--- src/rtl/evt_irq_pkg.sv ---
package evt_irq_pkg;

  localparam int unsigned REG_DW = 32;
  localparam int unsigned REG_AW = 4;
  localparam int unsigned BOARD_BIT = REG_DW - 1;

  typedef enum logic [1:0] {
    SEL_STAT = 2'd0,
    SEL_IEN  = 2'd1,
    SEL_GEN  = 2'd2,
    SEL_PEND = 2'd3
  } reg_sel_e;

  // Word-aligned hit test: the low two byte-address bits must be zero
  function automatic logic addr_aligned(input logic [REG_AW-1:0] a);
    return (a[1:0] == 2'b00);
  endfunction

  function automatic reg_sel_e addr_to_sel(input logic [REG_AW-1:0] a);
    return reg_sel_e'(a[3:2]);
  endfunction

  // Next state of a sticky flag: a new set beats a same-cycle clear
  function automatic logic w1c_next(input logic q, input logic set, input logic clr);
    return set | (q & ~clr);
  endfunction

  // Any flag whose enable is also set
  function automatic logic any_enabled(input logic [REG_DW-1:0] flags,
                                       input logic [REG_DW-1:0] ens);
    return |(flags & ens);
  endfunction

endpackage

--- src/rtl/evt_flag_bank.sv ---
module evt_flag_bank #(
  parameter int unsigned N_SRC = 31
) (
  input  logic             clk,
  input  logic             rst_n,
  input  logic [N_SRC-1:0] set_i,
  input  logic [N_SRC-1:0] clr_i,
  output logic [N_SRC-1:0] flag_o
);
  import evt_irq_pkg::*;

  logic [N_SRC-1:0] flag_q;

  for (genvar i = 0; i < N_SRC; i++) begin : g_flag
    always_ff @(posedge clk or negedge rst_n) begin
      if (!rst_n) flag_q[i] <= 1'b0;
      else        flag_q[i] <= w1c_next(flag_q[i], set_i[i], clr_i[i]);
    end

    // a pulse always leaves the flag set, even against a clear
    p_set_wins_r3: assert property (@(posedge clk) disable iff (!rst_n)
      set_i[i] |=> flag_q[i]);

    // a clear without a new pulse drops the flag
    p_w1c_clears_r2: assert property (@(posedge clk) disable iff (!rst_n)
      (clr_i[i] && !set_i[i]) |=> !flag_q[i]);

    // with neither set nor clear the flag holds
    p_flag_holds_r2: assert property (@(posedge clk) disable iff (!rst_n)
      (!clr_i[i] && !set_i[i]) |=> $stable(flag_q[i]));
  end

  assign flag_o = flag_q;

endmodule

--- src/rtl/evt_irq_pend.sv ---
module evt_irq_pend #(
  parameter int unsigned N_SRC = 31
) (
  input  logic             clk,
  input  logic             rst_n,
  input  logic [N_SRC-1:0] flags_i,
  input  logic [N_SRC-1:0] ien_i,
  input  logic             gen_en_i,
  input  logic             pend_clr_i,
  output logic             src_active_o,
  output logic             pend_o,
  output logic             irq_o
);
  import evt_irq_pkg::*;

  localparam int unsigned PAD = REG_DW - N_SRC;

  logic src_active;
  logic pend_q;
  logic irq_q;

  assign src_active = any_enabled({{PAD{1'b0}}, flags_i}, {{PAD{1'b0}}, ien_i});

  always_ff @(posedge clk or negedge rst_n) begin
    if (!rst_n) begin
      pend_q <= 1'b0;
      irq_q  <= 1'b0;
    end else begin
      pend_q <= w1c_next(pend_q, src_active, pend_clr_i);
      irq_q  <= pend_q & gen_en_i;
    end
  end

  // an enabled flag loads the pending latch on the next edge
  p_pend_sets_r6: assert property (@(posedge clk) disable iff (!rst_n)
    src_active |=> pend_o);

  // a clear with no enabled source left drops the pending latch
  p_pend_clears_r7: assert property (@(posedge clk) disable iff (!rst_n)
    (pend_clr_i && !src_active) |=> !pend_o);

  // irq is the gated pending state one clock later
  p_irq_rises_r8: assert property (@(posedge clk) disable iff (!rst_n)
    (pend_o && gen_en_i) |=> irq_o);
  p_irq_falls_r8: assert property (@(posedge clk) disable iff (!rst_n)
    !(pend_o && gen_en_i) |=> !irq_o);

  assign src_active_o = src_active;
  assign pend_o       = pend_q;
  assign irq_o        = irq_q;

endmodule

--- src/rtl/evt_irq_regs.sv ---
module evt_irq_regs #(
  parameter int unsigned N_SRC = 31
) (
  input  logic                              clk,
  input  logic                              rst_n,
  input  logic                              wr_en,
  input  logic [evt_irq_pkg::REG_AW-1:0]    wr_addr,
  input  logic [evt_irq_pkg::REG_DW-1:0]    wr_data,
  input  logic [evt_irq_pkg::REG_AW-1:0]    rd_addr,
  input  logic [N_SRC-1:0]                  flags_i,
  input  logic                              pend_i,
  output logic [N_SRC-1:0]                  stat_clr_o,
  output logic                              pend_clr_o,
  output logic [N_SRC-1:0]                  ien_o,
  output logic                              gen_en_o,
  output logic [evt_irq_pkg::REG_DW-1:0]    rd_data
);
  import evt_irq_pkg::*;

  localparam int unsigned PAD = REG_DW - N_SRC;

  logic             wr_hit;
  reg_sel_e         wr_sel;
  logic             rd_hit;
  reg_sel_e         rd_sel;
  logic [N_SRC-1:0] ien_q;
  logic             gen_q;

  assign wr_hit = wr_en && addr_aligned(wr_addr);
  assign wr_sel = addr_to_sel(wr_addr);
  assign rd_hit = addr_aligned(rd_addr);
  assign rd_sel = addr_to_sel(rd_addr);

  assign stat_clr_o = (wr_hit && wr_sel == SEL_STAT) ? wr_data[N_SRC-1:0] : '0;
  assign pend_clr_o = wr_hit && (wr_sel == SEL_PEND) && wr_data[BOARD_BIT];

  always_ff @(posedge clk or negedge rst_n) begin
    if (!rst_n) begin
      ien_q <= '0;
      gen_q <= 1'b0;
    end else if (wr_hit) begin
      if (wr_sel == SEL_IEN) ien_q <= wr_data[N_SRC-1:0];
      if (wr_sel == SEL_GEN) gen_q <= wr_data[BOARD_BIT];
    end
  end

  always_comb begin
    rd_data = '0;
    if (rd_hit) begin
      unique case (rd_sel)
        SEL_STAT: rd_data = {{PAD{1'b0}}, flags_i};
        SEL_IEN:  rd_data = {{PAD{1'b0}}, ien_q};
        SEL_GEN:  rd_data[BOARD_BIT] = gen_q;
        SEL_PEND: rd_data[BOARD_BIT] = pend_i;
        default:  rd_data = '0;
      endcase
    end
  end

  // reserved bits of the board registers read as zero
  p_resv_zero_r5: assert property (@(posedge clk) disable iff (!rst_n)
    (rd_hit && (rd_sel == SEL_GEN || rd_sel == SEL_PEND)) |-> (rd_data[BOARD_BIT-1:0] == '0));

  // misaligned reads return zero
  p_misalign_zero_r10: assert property (@(posedge clk) disable iff (!rst_n)
    !rd_hit |-> (rd_data == '0));

  // misaligned writes leave the enables untouched
  p_misalign_keep_r10: assert property (@(posedge clk) disable iff (!rst_n)
    (wr_en && !addr_aligned(wr_addr)) |=> ($stable(ien_q) && $stable(gen_q)));

  assign ien_o    = ien_q;
  assign gen_en_o = gen_q;

endmodule

--- src/rtl/evt_irq_ctrl.sv ---
module evt_irq_ctrl #(
  parameter int unsigned N_IN = 30
) (
  input  logic        clk,
  input  logic        rst_n,
  input  logic [N_IN-1:0] evt_pulse,
  input  logic        cmp_match,
  input  logic        wr_en,
  input  logic [3:0]  wr_addr,
  input  logic [31:0] wr_data,
  input  logic [3:0]  rd_addr,
  output logic [31:0] rd_data,
  output logic        irq
);
  import evt_irq_pkg::*;

  localparam int unsigned N_SRC = N_IN + 1;

  logic [N_SRC-1:0] set_vec;
  logic [N_SRC-1:0] flags;
  logic [N_SRC-1:0] stat_clr;
  logic [N_SRC-1:0] ien;
  logic             gen_en;
  logic             pend_clr;
  logic             pend;
  logic             src_active;

  assign set_vec = {cmp_match, evt_pulse};

  evt_flag_bank #(.N_SRC(N_SRC)) u_flags (
    .clk    (clk),
    .rst_n  (rst_n),
    .set_i  (set_vec),
    .clr_i  (stat_clr),
    .flag_o (flags)
  );

  evt_irq_regs #(.N_SRC(N_SRC)) u_regs (
    .clk        (clk),
    .rst_n      (rst_n),
    .wr_en      (wr_en),
    .wr_addr    (wr_addr),
    .wr_data    (wr_data),
    .rd_addr    (rd_addr),
    .flags_i    (flags),
    .pend_i     (pend),
    .stat_clr_o (stat_clr),
    .pend_clr_o (pend_clr),
    .ien_o      (ien),
    .gen_en_o   (gen_en),
    .rd_data    (rd_data)
  );

  evt_irq_pend #(.N_SRC(N_SRC)) u_pend (
    .clk          (clk),
    .rst_n        (rst_n),
    .flags_i      (flags),
    .ien_i        (ien),
    .gen_en_i     (gen_en),
    .pend_clr_i   (pend_clr),
    .src_active_o (src_active),
    .pend_o       (pend),
    .irq_o        (irq)
  );

  // with the board enable off the line stays low
  p_gen_off_quiet_r8: assert property (@(posedge clk) disable iff (!rst_n)
    !gen_en |=> !irq);

  // status bit 31 never reads as set
  p_stat_msb_zero_r1: assert property (@(posedge clk) disable iff (!rst_n)
    (rd_addr == 4'h0) |-> !rd_data[31]);

  // a source that is still active keeps the pending bit through a clear
  p_pend_rearm_r7: assert property (@(posedge clk) disable iff (!rst_n)
    (src_active && pend_clr) |=> pend);

endmodule

--- config.mk ---
export PLATFORM = sky130hd
export DESIGN_NAME = evt_irq_ctrl
export DESIGN_NICKNAME = d
export VERILOG_FILES = /design/src/rtl/evt_irq_pkg.sv /design/src/rtl/evt_flag_bank.sv /design/src/rtl/evt_irq_pend.sv /design/src/rtl/evt_irq_regs.sv /design/src/rtl/evt_irq_ctrl.sv
export SDC_FILE = /design/constraint.sdc
export NUM_CORES = 1
export LEC_CHECK = 0
export ABC_AREA = 1
export BUFFER_PORTS_ARGS = -buffer_cell sky130_fd_sc_hd__buf_4
export CAP_MARGIN = 5
export CORE_MARGIN = 2
export CORE_UTILIZATION = 45
export DETAILED_ROUTE_END_ITERATION = 16
export PLACE_DENSITY = 0.73
export SYNTH_ARGS = -nofsm -noshare
export SYNTH_HDL_FRONTEND = slang
export SYNTH_SLANG_ARGS = --single-unit
--- constraint.sdc ---
create_clock -name clk -period 1.1 [get_ports clk]
set_input_delay 0.055 -clock clk [delete_from_list [all_inputs] [get_ports clk]]
set_output_delay 0.055 -clock clk [all_outputs]
set_load 0.05 [all_outputs]
==> results_tabular.tex, run 1 <==
\begin{tabular}{lr}
\hline
Metric & Value \\
\hline
\multicolumn{2}{l}{\textbf{Drt}} \\
Number of remaining DRC errors & 0 \\
Post-route ant nets & 0 \\
Average wire per standard cell & 14.3 microns \\
Detailed-route via count & 3918 \\
Vias per cell & between 4 and 5 \\
Number of iterations in the first detailed-routing pass & 4 \\
Count of routing violations after the opening detailed-route iteration & 201 \\
Wirelength, routed & 11.3 mm \\
\multicolumn{2}{l}{\textbf{Yosys}} \\
Xor and xnor fraction of the mapped netlist area & 0\% \\
Number of warnings issued by yosys & 0 \\
Adder-cell share of the synthesized area & 0\% \\
Post-synthesis simple-gate area fraction & a little under a quarter \\
Synthesized area & approximately 0.0036 sq mm \\
Unique cell type count in the Yosys netlist & 17 \\
Mapped Avg Cell Area & 7.95 sq um \\
Fraction of synthesized area in multiplexers & 0.280\% \\
Instance count of the mapped netlist & 450 \\
Total nets after synthesis & 524 \\
Sequential cell area fraction in the yosys report & 45.5\% \\
Combinational family with the most area after synthesis & simple AND/OR/NAND/NOR gates \\
\#FFs+latches synth & 65 \\
Share of the synthesized area in compound gates (AO/OA/AOI/OAI) & 19.6\% \\
\multicolumn{2}{l}{\textbf{Cells and area}} \\
Number of inserted filler cells in the final layout & 489 \\
Footprint of the multi-input gates & 0.00181 sq mm \\
Sequential cell area in the final layout & 0.00163 sq mm \\
Post-route cell area & 0.00619 sq mm \\
Final-stage net count & $\sim$760 \\
Fraction of final layout cells sized beyond drive strength 1 & 48.3\% \\
Most frequent cells in the layout & 143 x sky130\_fd\_sc\_hd\_\_buf\_4, 138 x sky130\_fd\_sc\_hd\_\_nand2\_1, 68 x sky130\_fd\_sc\_hd\_\_inv\_1 \\
Most common cell after layout, fill and taps aside & sky130\_fd\_sc\_hd\_\_buf\_4 \\
Number of inserted diodes & 0 \\
P\&R area growth vs syn & 73.1\% \\
\multicolumn{2}{l}{\textbf{Setup path}} \\
Required time at the worst-slack endpoint & 1040 ps \\
Critical path cell sequence & nand3\_2, a21oi\_2, buf\_6 \\
Buffering stage count on the worst path with inverters included & 1 \\
Slowest-stage cell, CP & sky130\_fd\_sc\_hd\_\_dfrtp\_1 \\
Worst path top cell family by delay & flip-flops \\
Critical path class & reg2out \\
Highest fanout seen on the critical path & 2 \\
CP Launch Type & register \\
Kind of end point of the critical path & primary output \\
Largest stage delay on the critical path & 380 ps \\
Arrival time reported for the critical path endpoint & 1190 ps \\
\multicolumn{2}{l}{\textbf{STA}} \\
Headroom to the max-slew limit & 76.4\% \\
Slew Viols, Final & 0 \\
Clock period minus worst slack & 1240 ps \\
Worst Skew & 7.78 ps \\
Setup repair after global routing missed its margin & true \\
Fraction of the cycle the final worst path needs & 113\% \\
Setup WS post-layout & -143 ps \\
Hold Vio Cnt, Final & 1 \\
Achievable clock frequency & between 0.8 and 0.9 GHz \\
Worst hold margin & -1.12 ps \\
Setup violators final & 33 \\
Actual transition at the worst max-transition pin & 354 ps \\
\multicolumn{2}{l}{\textbf{Global route}} \\
Pin count of the biggest net entering global routing & 66 \\
GRT overflow & 0 \\
Global-route total usage across every layer & a little over a quarter \\
Initial antenna violation count & 0 \\
First-pass GRT wire length & 18.0 mm \\
Number of global-route vias before repair & around 4100 \\
\multicolumn{2}{l}{\textbf{Status}} \\
Run status & finished with violations \\
Violations in the final reports & negative hold slack, negative setup slack \\
\multicolumn{2}{l}{\textbf{Placed design}} \\
Routability-driven placement congestion ratio & 0.803 \\
Post-placement setup slack & -23.3 ps \\
Placed wire-length estimate & 6.32 mm \\
Post-place instance area & 0.00466 sq mm \\
Number of port buffers & 106 \\
\multicolumn{2}{l}{\textbf{Clock network}} \\
CTS sink cnt & 65 \\
Clock Latency Late Sink & 350 ps \\
Number of clock buffers inserted by TritonCTS & 9 \\
Maximum clock path buffer count & 2 \\
Clock Pin Slew Worst Setup and Hold Paths & 70 ps \\
Clock H-tree levels & 3 \\
Clock root cell & sky130\_fd\_sc\_hd\_\_clkbuf\_8 \\
CTS tree & yes \\
\multicolumn{2}{l}{\textbf{Die}} \\
\# IOs & 107 \\
Number of placement rows & 32 \\
Starting Density & 46.3\% \\
Horiz. Die Dim & 93.2 microns \\
Vert. Die Dim & 93.2 microns \\
Std-Cell Core Area & 0.00773 sq mm \\
Die area & 0.00868 sq mm \\
\multicolumn{2}{l}{\textbf{Pwr}} \\
Lkg Pwr & 3.03 nW \\
Power density cells & 1140 mW/mm\^{}2 \\
Worst ir drop on vdd & 0.000748 V \\
Pwr Total & 7.07 mW \\
\multicolumn{2}{l}{\textbf{Flow run}} \\
Count of maximum capacitance violations & 0 \\
\multicolumn{2}{l}{\textbf{Min path}} \\
Hold crit path type & in2reg \\
\hline
\end{tabular}
-- sequential cells by signal, summed over array words and instances, names as in the netlist --
register,count
u_flags.flag_o,31
u_pend.irq_o,1
u_pend.pend_o,1
u_regs.ien_o,31
u_regs.gen_en_o,1
-- final cells by class --
type | count | share of cell area (%)
Inverter | 68 | 4.12
Clock buffer | 14 | 2.95
Multi-Input combinational cell | 294 | 29.2
Tap cell | 102 | 2.06
Timing Repair Buffer | 244 | 35.2
Sequential cell | 65 | 26.3
Clock inverter | 2 | 0.162
-- synthesized netlist by cell type --
master                       n  share of area [%]
sky130_fd_sc_hd__nand2_1   147                 15
sky130_fd_sc_hd__inv_1      68                7.1
sky130_fd_sc_hd__dfrtp_1    65                 45
sky130_fd_sc_hd__o21ai_2    61                 15
sky130_fd_sc_hd__nand3_1    34                4.8
sky130_fd_sc_hd__a21oi_1    31                4.3
sky130_fd_sc_hd__nor2_1     13                1.4
sky130_fd_sc_hd__buf_6       9                2.8
sky130_fd_sc_hd__buf_2       7               0.98
sky130_fd_sc_hd__clkbuf_1    5               0.52
sky130_fd_sc_hd__buf_1       2               0.21
sky130_fd_sc_hd__nand2_4     2               0.63
sky130_fd_sc_hd__o21ai_0     2               0.28
sky130_fd_sc_hd__mux2i_1     1               0.28
sky130_fd_sc_hd__nor3_1      1               0.14
sky130_fd_sc_hd__nor3b_4     1               0.52
sky130_fd_sc_hd__or2_2       1               0.17
-- metrics by stage --
stage               util, %  hold WS, ps  std cells  TNS [ps]
finish                 80.1        -1.12        789     -2950
floorplan                 -         -241        450     -3130
global placement       60.3         85.1        653         0
global route           80.1         5.53        789     -4500
CTS                    78.2         1.16        785     -2750
detailed placement     60.3         83.4        653      -292
-- kinds of logic (layout without fill, tap and decap cells) --
family / count (synthesis) / in the layout
AND/OR/NAND/NOR: 199 / 199
AO/OA/AOI/OAI: 94 / 94
buffers and inverters: 91 / 328
flip-flops: 65 / 65
multiplexers: 1 / 1
-- power breakdown --
group	switching (mW)	total [mW]	internal [mW]
sequential	0.186	2.84	2.65
combinational	1.14	2.25	1.11
clock	0.920	1.98	1.06
total	2.25	7.07	4.82
-- metal layers --
layer / wire, microns / up-vias / GRT usage [%] / share of wire, %
li1: - / 1870 / - / -
met4: 331 / 0 / 13.6 / 2.9
met2: 5990 / 146 / 45.5 / 53
met3: 577 / 28 / 4.83 / 5.1
met1: 4420 / 1874 / 30.9 / 39
met5: 0 / - / 0 / 0
-- final timing paths --
path	start	to	slack, ps	depth (start not counted)
max	u_regs.ien_o[30]	rd_data[30]	-140	3
min	wr_data[18]	u_regs.ien_o[18]	-1	3
max reg2reg	u_flags.flag_o[24]	u_pend.pend_o	-80	7
min reg2reg	u_regs.ien_o[15]	u_regs.ien_o[15]	520	2
max in group asynchronous	rst_n	u_flags.flag_o[13]	570	3
min in group asynchronous	rst_n	u_regs.ien_o[2]	240	3
-- tightest hold or removal path, cell delays in order --
cell	delay [ps]
sky130_fd_sc_hd__buf_4	80
sky130_fd_sc_hd__inv_1	60
sky130_fd_sc_hd__o21ai_2	120
-- repair_timing --
action	4_1_cts	5_1_grt
pin swaps	46	27
gates resized for setup	44	29
buffers inserted	60	4
hold endpoints to repair	122	0
setup endpoints to repair	32	33
hold buffers	58	0
Note: power is estimated with default switching activity, not from simulation.
==> run 2: changes to the inputs <==
--- a/config.mk
+++ b/config.mk
@@ -11,7 +11,8 @@
 export CORE_MARGIN = 2
 export CORE_UTILIZATION = 45
 export DETAILED_ROUTE_END_ITERATION = 16
-export PLACE_DENSITY = 0.73
+export PLACE_DENSITY = 0.72
 export SYNTH_ARGS = -nofsm -noshare
 export SYNTH_HDL_FRONTEND = slang
+export SYNTH_HIERARCHICAL = 1
 export SYNTH_SLANG_ARGS = --single-unit
==> results_tabular.tex, run 2 <==
\begin{tabular}{lr}
\hline
Metric & Value \\
\hline
\multicolumn{2}{l}{\textbf{Status}} \\
Run status & finished with violations \\
Violations in the final reports & negative setup slack \\
\multicolumn{2}{l}{\textbf{Drt}} \\
Vias per cell & 5.05 (+1.7\%) \\
Post-route ant nets & 0 (unchanged) \\
Detailed-route via count & 4574 (+17\%) \\
Count of routing violations after the opening detailed-route iteration & 302 (+50\%) \\
Wirelength, routed & 13.8 mm (+21\%) \\
Number of iterations in the first detailed-routing pass & 5 (+1) \\
Number of remaining DRC errors & 0 (unchanged) \\
Average wire per standard cell & 15.2 microns (+5.8\%) \\
\multicolumn{2}{l}{\textbf{Global route}} \\
Met3 Usage GRT & 4.19\% (-0.64 points) \\
Met1 usage & 33.2\% (+2.4 points) \\
Initial antenna violation count & 0 (unchanged) \\
GRT overflow & 0 (unchanged) \\
Global-route met2 utilization & 51.5\% (+6.0 points) \\
Number of global-route vias before repair & 4744 (+17\%) \\
Pin count of the biggest net entering global routing & 33 (-50\%) \\
Busiest grt layer & met2 \\
Global-route total usage across every layer & 28.5\% (+2.2 points) \\
First-pass GRT wire length & 21.8 mm (+21\%) \\
\multicolumn{2}{l}{\textbf{Setup path}} \\
Highest fanout seen on the critical path & 3 (+1) \\
Start of the worst register-to-register path & u\_regs/ien\_o[3] \\
Critical path class & reg2out \\
Worst R2R Setup Slack & -70 ps (about the same) \\
Required time at the worst-slack endpoint & 1040 ps (about the same) \\
Cell depth of the worst setup path & 3 (unchanged) \\
Endpoint of the most critical setup path & rd\_data[2] \\
Buffering stage count on the worst path with inverters included & 1 (unchanged) \\
Critical path cell sequence & nand3\_2, a21oi\_2, buf\_6 \\
Worst reg2reg path depth & 7 (unchanged) \\
Arrival time reported for the critical path endpoint & 1250 ps (+60 ps) \\
Start point of the critical path & u\_regs/ien\_o[2] \\
Critical register-to-register path endpoint & u\_pend/pend\_o \\
Worst path top cell family by delay & flip-flops \\
Kind of end point of the critical path & primary output \\
Slowest-stage cell, CP & sky130\_fd\_sc\_hd\_\_dfrtp\_1 \\
Largest stage delay on the critical path & 400 ps (+20 ps) \\
CP Launch Type & register \\
\multicolumn{2}{l}{\textbf{Cells and area}} \\
Fraction of final layout cells sized beyond drive strength 1 & 40.0\% (-8.4 points) \\
Final-stage net count & 870 (+15\%) \\
Post-route cell area & 0.00663 sq mm (+7.1\%) \\
P\&R area growth vs syn & 70.6\% \\
Number of inserted filler cells in the final layout & 497 (+1.6\%) \\
Most common cell after layout, fill and taps aside & sky130\_fd\_sc\_hd\_\_nand2\_1 \\
Non-filler cells in the finished layout & 906 (+15\%) \\
Most frequent cells in the layout & 201 x sky130\_fd\_sc\_hd\_\_nand2\_1, 154 x sky130\_fd\_sc\_hd\_\_buf\_4, 97 x sky130\_fd\_sc\_hd\_\_inv\_1 \\
Number of inserted diodes & 0 (unchanged) \\
Fin util & 79.9\% (-0.21 points) \\
\multicolumn{2}{l}{\textbf{Clock network}} \\
CTS tree & yes \\
Clock Latency Late Sink & 340 ps (about the same) \\
CTS sink cnt & 65 (unchanged) \\
Clock H-tree levels & 3 (unchanged) \\
Clock Pin Slew Worst Setup and Hold Paths & 70 ps (about the same) \\
Maximum clock path buffer count & 2 (unchanged) \\
Number of clock buffers inserted by TritonCTS & 9 (unchanged) \\
Clock root cell & sky130\_fd\_sc\_hd\_\_clkbuf\_8 \\
\multicolumn{2}{l}{\textbf{STA}} \\
Setup violators final & 33 (unchanged) \\
Actual transition at the worst max-transition pin & 369 ps (+15.3 ps) \\
Clock period minus worst slack & 1300 ps (+56.6 ps) \\
Worst Skew & 7.78 ps (+0.00699 ps) \\
Setup WS post-layout & -200 ps (-56.6 ps) \\
Achievable clock frequency & 0.769 GHz (-4.4\%) \\
Fraction of the cycle the final worst path needs & 118\% (+5.1 points) \\
Accumulated negative setup slack & -3360 ps (-410 ps) \\
Headroom to the max-slew limit & 75.4\% (-1.0 points) \\
Hold Vio Cnt, Final & 0 (-1) \\
Slew Viols, Final & 0 (unchanged) \\
Setup repair after global routing missed its margin & true \\
\multicolumn{2}{l}{\textbf{Die}} \\
Horiz. Die Dim & 97.0 microns (+4.1\%) \\
Vert. Die Dim & 97.0 microns (+4.1\%) \\
Number of placement rows & 33 (+3.1\%) \\
Std-Cell Core Area & 0.00830 sq mm (+7.4\%) \\
Die area & 0.00940 sq mm (+8.3\%) \\
Starting Density & 46.9\% (+0.56 points) \\
\# IOs & 107 (unchanged) \\
\multicolumn{2}{l}{\textbf{Placed design}} \\
Routability-driven placement congestion ratio & 0.841 (+4.7\%) \\
Post-place instance area & 0.00489 sq mm (+4.9\%) \\
Number of cells after detailed placement & 764 (+17\%) \\
Placed wire-length estimate & 7.69 mm (+22\%) \\
Number of port buffers & 106 (unchanged) \\
\multicolumn{2}{l}{\textbf{Yosys}} \\
Mapped Avg Cell Area & 7.02 sq um (-12\%) \\
Number of warnings issued by yosys & 6 (+6) \\
Total nets after synthesis & 628 (+20\%) \\
Synthesized area & 0.00389 sq mm (+8.7\%) \\
Instance count of the mapped netlist & 554 (+23\%) \\
\multicolumn{2}{l}{\textbf{Min path}} \\
Number of cells on the worst hold path & 4 (+1) \\
Hold crit path type & in2reg \\
\multicolumn{2}{l}{\textbf{Pwr}} \\
Worst ir drop on vdd & 0.000841 V (+12\%) \\
Power density cells & 1110 mW/mm\^{}2 (-2.9\%) \\
Pwr Total & 7.35 mW (+4.0\%) \\
Lkg Pwr & 3.39 nW (+12\%) \\
\multicolumn{2}{l}{\textbf{Flow run}} \\
Count of maximum capacitance violations & 0 (unchanged) \\
\hline
\end{tabular}
==> run 2: cell types whose count changed in the layout (fill, tap and decap cells not counted), sizes merged, moves of 12 or more <==
cell and delta:
nor2 +34, nand4 +33, buf +12, inv +31
o21ai -63, nand2 +62
==> run 2: worst min-delay path, stage by stage <==
cell and delay, ps:
sky130_fd_sc_hd__buf_4 100, sky130_fd_sc_hd__nor2_1 60, sky130_fd_sc_hd__nand4_1 60, sky130_fd_sc_hd__nand2_1 50
==> run 2: layer usage <==
layer	up-vias	share of wire, %
li1	2166	-
met1	2130	38
met2	232	52
met3	46	6.9
met4	0	3.3
met5	-	0
==> run 2: where the power goes <==
part | switching, mW | internal [mW]
registers | 0.191 | 2.65
logic | 1.21 | 1.09
clock network | 0.925 | 1.28
total | 2.33 | 5.02
==> run 2: how the worst min path moves through the flow <==
stage / from / slack, ps / endpoint
2_1_floorplan: rst_n / -240 / u_flags/flag_o[0]
3_3_place_gp: rst_n / -10 / u_flags/flag_o[22]
3_5_place_dp: rst_n / -7 / u_flags/flag_o[28]
4_1_cts: wr_addr[2] / 7 / u_regs/gen_en_o
5_1_grt: wr_addr[2] / 20 / u_regs/gen_en_o
6_report: wr_addr[2] / 20 / u_regs/gen_en_o
==> run 2: cell type report <==
cell class,count,area [sq um],area share [%]
clock inverter,3,65.1,0.981
timing repair buffer,261,2330,35.2
multi-input combinational,360,1960,29.6
inverter,99,372,5.60
sequential,65,1630,24.5
tap,105,131,1.98
clock buffer,13,139,2.09
==> run 2: through the flow <==
step	hold slack [ps]	setup slack (ps)
2_1_floorplan	-241	-266
4_1_cts	6.59	-136
3_5_place_dp	-6.54	7.79
5_1_grt	22.0	-218
3_3_place_gp	-12.0	42.3
6_report	18.6	-200
==> run 2: what timing repair did <==
item | CTS | global route
gates resized for setup | 58 | 53
hold buffers | 63 | 0
setup buffers | 60 | 3
pin swaps | 50 | 47
hold endpoints to repair | 127 | 0
setup endpoints to repair | 32 | 33
==> run 3: changes to the inputs <==
--- a/config.mk
+++ b/config.mk
@@ -10,8 +10,10 @@
 export CAP_MARGIN = 5
 export CORE_MARGIN = 2
 export CORE_UTILIZATION = 45
+export CTS_BUF_LIST = sky130_fd_sc_hd__clkbuf_16
 export DETAILED_ROUTE_END_ITERATION = 16
 export PLACE_DENSITY = 0.72
+export SLEW_MARGIN = 20
 export SYNTH_ARGS = -nofsm -noshare
 export SYNTH_HDL_FRONTEND = slang
 export SYNTH_HIERARCHICAL = 1
==> results_tabular.tex, run 3 (synthesized netlist as in run 2, its figures left out) <==
\begin{tabular}{lr}
\hline
Metric & Value \\
\hline
\multicolumn{2}{l}{\textbf{Pwr}} \\
Lkg Pwr & 3.32 nW (-2.1\%) \\
Worst ir drop on vdd & 0.000991 V (+18\%) \\
Power density cells & 1250 mW/mm\^{}2 (+13\%) \\
Pwr Total & 7.96 mW (+8.3\%) \\
\multicolumn{2}{l}{\textbf{Clock network}} \\
Number of clock buffers inserted by TritonCTS & 9 (unchanged) \\
CTS tree & yes \\
Clock root cell & sky130\_fd\_sc\_hd\_\_clkbuf\_16 \\
Clock Pin Slew Worst Setup and Hold Paths & 50 ps (-20 ps) \\
Clock H-tree levels & 3 (unchanged) \\
Maximum clock path buffer count & 2 (unchanged) \\
Clock Latency Late Sink & 330 ps (about the same) \\
CTS sink cnt & 65 (unchanged) \\
\multicolumn{2}{l}{\textbf{Die}} \\
Starting Density & 46.9\% (unchanged) \\
Vert. Die Dim & 97.0 microns (unchanged) \\
Die area & 0.00940 sq mm (unchanged) \\
Number of placement rows & 33 (unchanged) \\
Std-Cell Core Area & 0.00830 sq mm (unchanged) \\
\# IOs & 107 (unchanged) \\
Horiz. Die Dim & 97.0 microns (unchanged) \\
\multicolumn{2}{l}{\textbf{Drt}} \\
Number of iterations in the first detailed-routing pass & 5 (unchanged) \\
Average wire per standard cell & 14.4 microns (-5.3\%) \\
Post-route ant nets & 0 (unchanged) \\
Count of routing violations after the opening detailed-route iteration & 301 (-0.33\%) \\
Number of remaining DRC errors & 0 (unchanged) \\
Detailed-route via count & 4400 (-3.8\%) \\
Vias per cell & 5.01 (-0.74\%) \\
Wirelength, routed & 12.6 mm (-8.3\%) \\
\multicolumn{2}{l}{\textbf{Global route}} \\
First-pass GRT wire length & 20.7 mm (-4.9\%) \\
Number of global-route vias before repair & 4535 (-4.4\%) \\
Busiest grt layer & met2 \\
Met1 usage & 33.3\% (+0.077 points) \\
Initial antenna violation count & 0 (unchanged) \\
Global-route met2 utilization & 46.9\% (-4.6 points) \\
GRT overflow & 0 (unchanged) \\
Met3 Usage GRT & 3.68\% (-0.51 points) \\
Pin count of the biggest net entering global routing & 33 (unchanged) \\
Global-route total usage across every layer & 26.9\% (-1.5 points) \\
\multicolumn{2}{l}{\textbf{Flow run}} \\
Count of maximum capacitance violations & 0 (unchanged) \\
\multicolumn{2}{l}{\textbf{Status}} \\
Violations in the final reports & negative hold slack, negative setup slack \\
Run status & finished with violations \\
\multicolumn{2}{l}{\textbf{Placed design}} \\
Placed wire-length estimate & 7.69 mm (unchanged) \\
Number of port buffers & 106 (unchanged) \\
Routability-driven placement congestion ratio & 0.841 (unchanged) \\
\multicolumn{2}{l}{\textbf{Setup path}} \\
Highest fanout seen on the critical path & 2 (-1) \\
Kind of end point of the critical path & primary output \\
Required time at the worst-slack endpoint & 1040 ps (about the same) \\
Worst R2R Setup Slack & -60 ps (about the same) \\
CP Launch Type & register \\
Critical path class & reg2out \\
Arrival time reported for the critical path endpoint & 1180 ps (-70 ps) \\
\multicolumn{2}{l}{\textbf{STA}} \\
Headroom to the max-slew limit & 75.9\% (+0.51 points) \\
Slew Viols, Final & 0 (unchanged) \\
Accumulated negative setup slack & -2410 ps (+949 ps) \\
Setup repair after global routing missed its margin & true \\
Actual transition at the worst max-transition pin & 362 ps (-7.61 ps) \\
Worst hold margin & -0.679 ps (-19.3 ps) \\
Clock period minus worst slack & 1230 ps (-68.4 ps) \\
Setup violators final & 33 (unchanged) \\
Fraction of the cycle the final worst path needs & 112\% (-6.2 points) \\
Hold Vio Cnt, Final & 2 (+2) \\
Setup WS post-layout & -132 ps (+68.4 ps) \\
Worst Skew & 3.87 ps (-3.91 ps) \\
Achievable clock frequency & 0.812 GHz (+5.6\%) \\
\multicolumn{2}{l}{\textbf{Cells and area}} \\
Most common cell after layout, fill and taps aside & sky130\_fd\_sc\_hd\_\_nand2\_1 \\
Fraction of final layout cells sized beyond drive strength 1 & 38.8\% (-1.1 points) \\
P\&R area growth vs syn & 63.4\% \\
Most frequent cells in the layout & 206 x sky130\_fd\_sc\_hd\_\_nand2\_1, 157 x sky130\_fd\_sc\_hd\_\_buf\_4, 101 x sky130\_fd\_sc\_hd\_\_inv\_1 \\
Number of inserted diodes & 0 (unchanged) \\
Final-stage net count & 842 (-3.2\%) \\
\multicolumn{2}{l}{\textbf{Min path}} \\
Hold crit path type & in2reg \\
\hline
\end{tabular}
[run 3: cell types whose count changed in the layout (fill, tap and decap cells not counted), sizes merged]
cell | previous run | this run
dlygate4sd3 | 63 | 38
inv | 99 | 103
clkbuf | 13 | 9
buf | 198 | 195
[run 3: what timing repair did]
action / in CTS / in global routing
pin swaps: 48 / 31
resized for setup: 61 / 25
setup buffers: 60 / 0
endpoints found under the setup margin: 32 / 33
endpoints found under the hold margin: 91 / 0
hold buffers: 38 / 0
[run 3: path summary, 6_finish.rpt]
kind,cells after the start,from,to
setup / recovery,4,u_flags/flag_o[24],rd_data[24]
hold / removal,3,wr_data[3],u_regs/ien_o[3]
setup reg to reg,7,u_flags/flag_o[2],u_pend/pend_o
hold reg to reg,2,u_flags/flag_o[10],u_flags/flag_o[10]
max in group asynchronous,3,rst_n,u_flags/flag_o[12]
min in group asynchronous,2,rst_n,u_flags/flag_o[28]
[run 3: critical path, cell delays in order (launching register included)]
cell,delay (ps)
sky130_fd_sc_hd__dfrtp_1,380
sky130_fd_sc_hd__buf_6,110
sky130_fd_sc_hd__nand2_2,50
sky130_fd_sc_hd__a21oi_2,140
sky130_fd_sc_hd__buf_6,170
[run 3: layout make-up]
type / count / area, sq um
well taps: 105 / 131
fillers: 550 / 1950
repair buffers: 233 / 2040
clock inverters: 7 / 80.1
multi-input cells: 360 / 1880
inverters: 99 / 372
flip-flops and latches: 65 / 1630
clock buffers: 9 / 225
[run 3: power by group]
group          total [mW]  internal (mW)  switching (mW)
Combinational        2.18           1.01            1.17
Clock                2.95           1.95            1.00
Sequential           2.83           2.66           0.170
Total                7.96           5.61            2.34
[run 3: layer usage]
metal	routed length (microns)	part of all wire [%]	vias to the layer above
met3	876	6.9	25
met4	269	2.1	0
met5	0	0	-
met2	6550	52	217
li1	-	-	2114
met1	4920	39	2044
[run 3: metrics by stage]
stage | util (%) | setup WS (ps) | area, sq um | hold slack (ps) | instances
2_1_floorplan | - | -266 | 3890 | -241 | 554
3_3_place_gp | 58.9 | 42.3 | 4890 | -12.0 | 764
3_5_place_dp | 58.9 | 7.79 | 4890 | -6.54 | 764
4_1_cts | 75.4 | -107 | 6250 | 0.453 | 878
5_1_grt | 76.6 | -182 | 6350 | 4.69 | 878
6_report | 76.6 | -132 | 6350 | -0.679 | 878
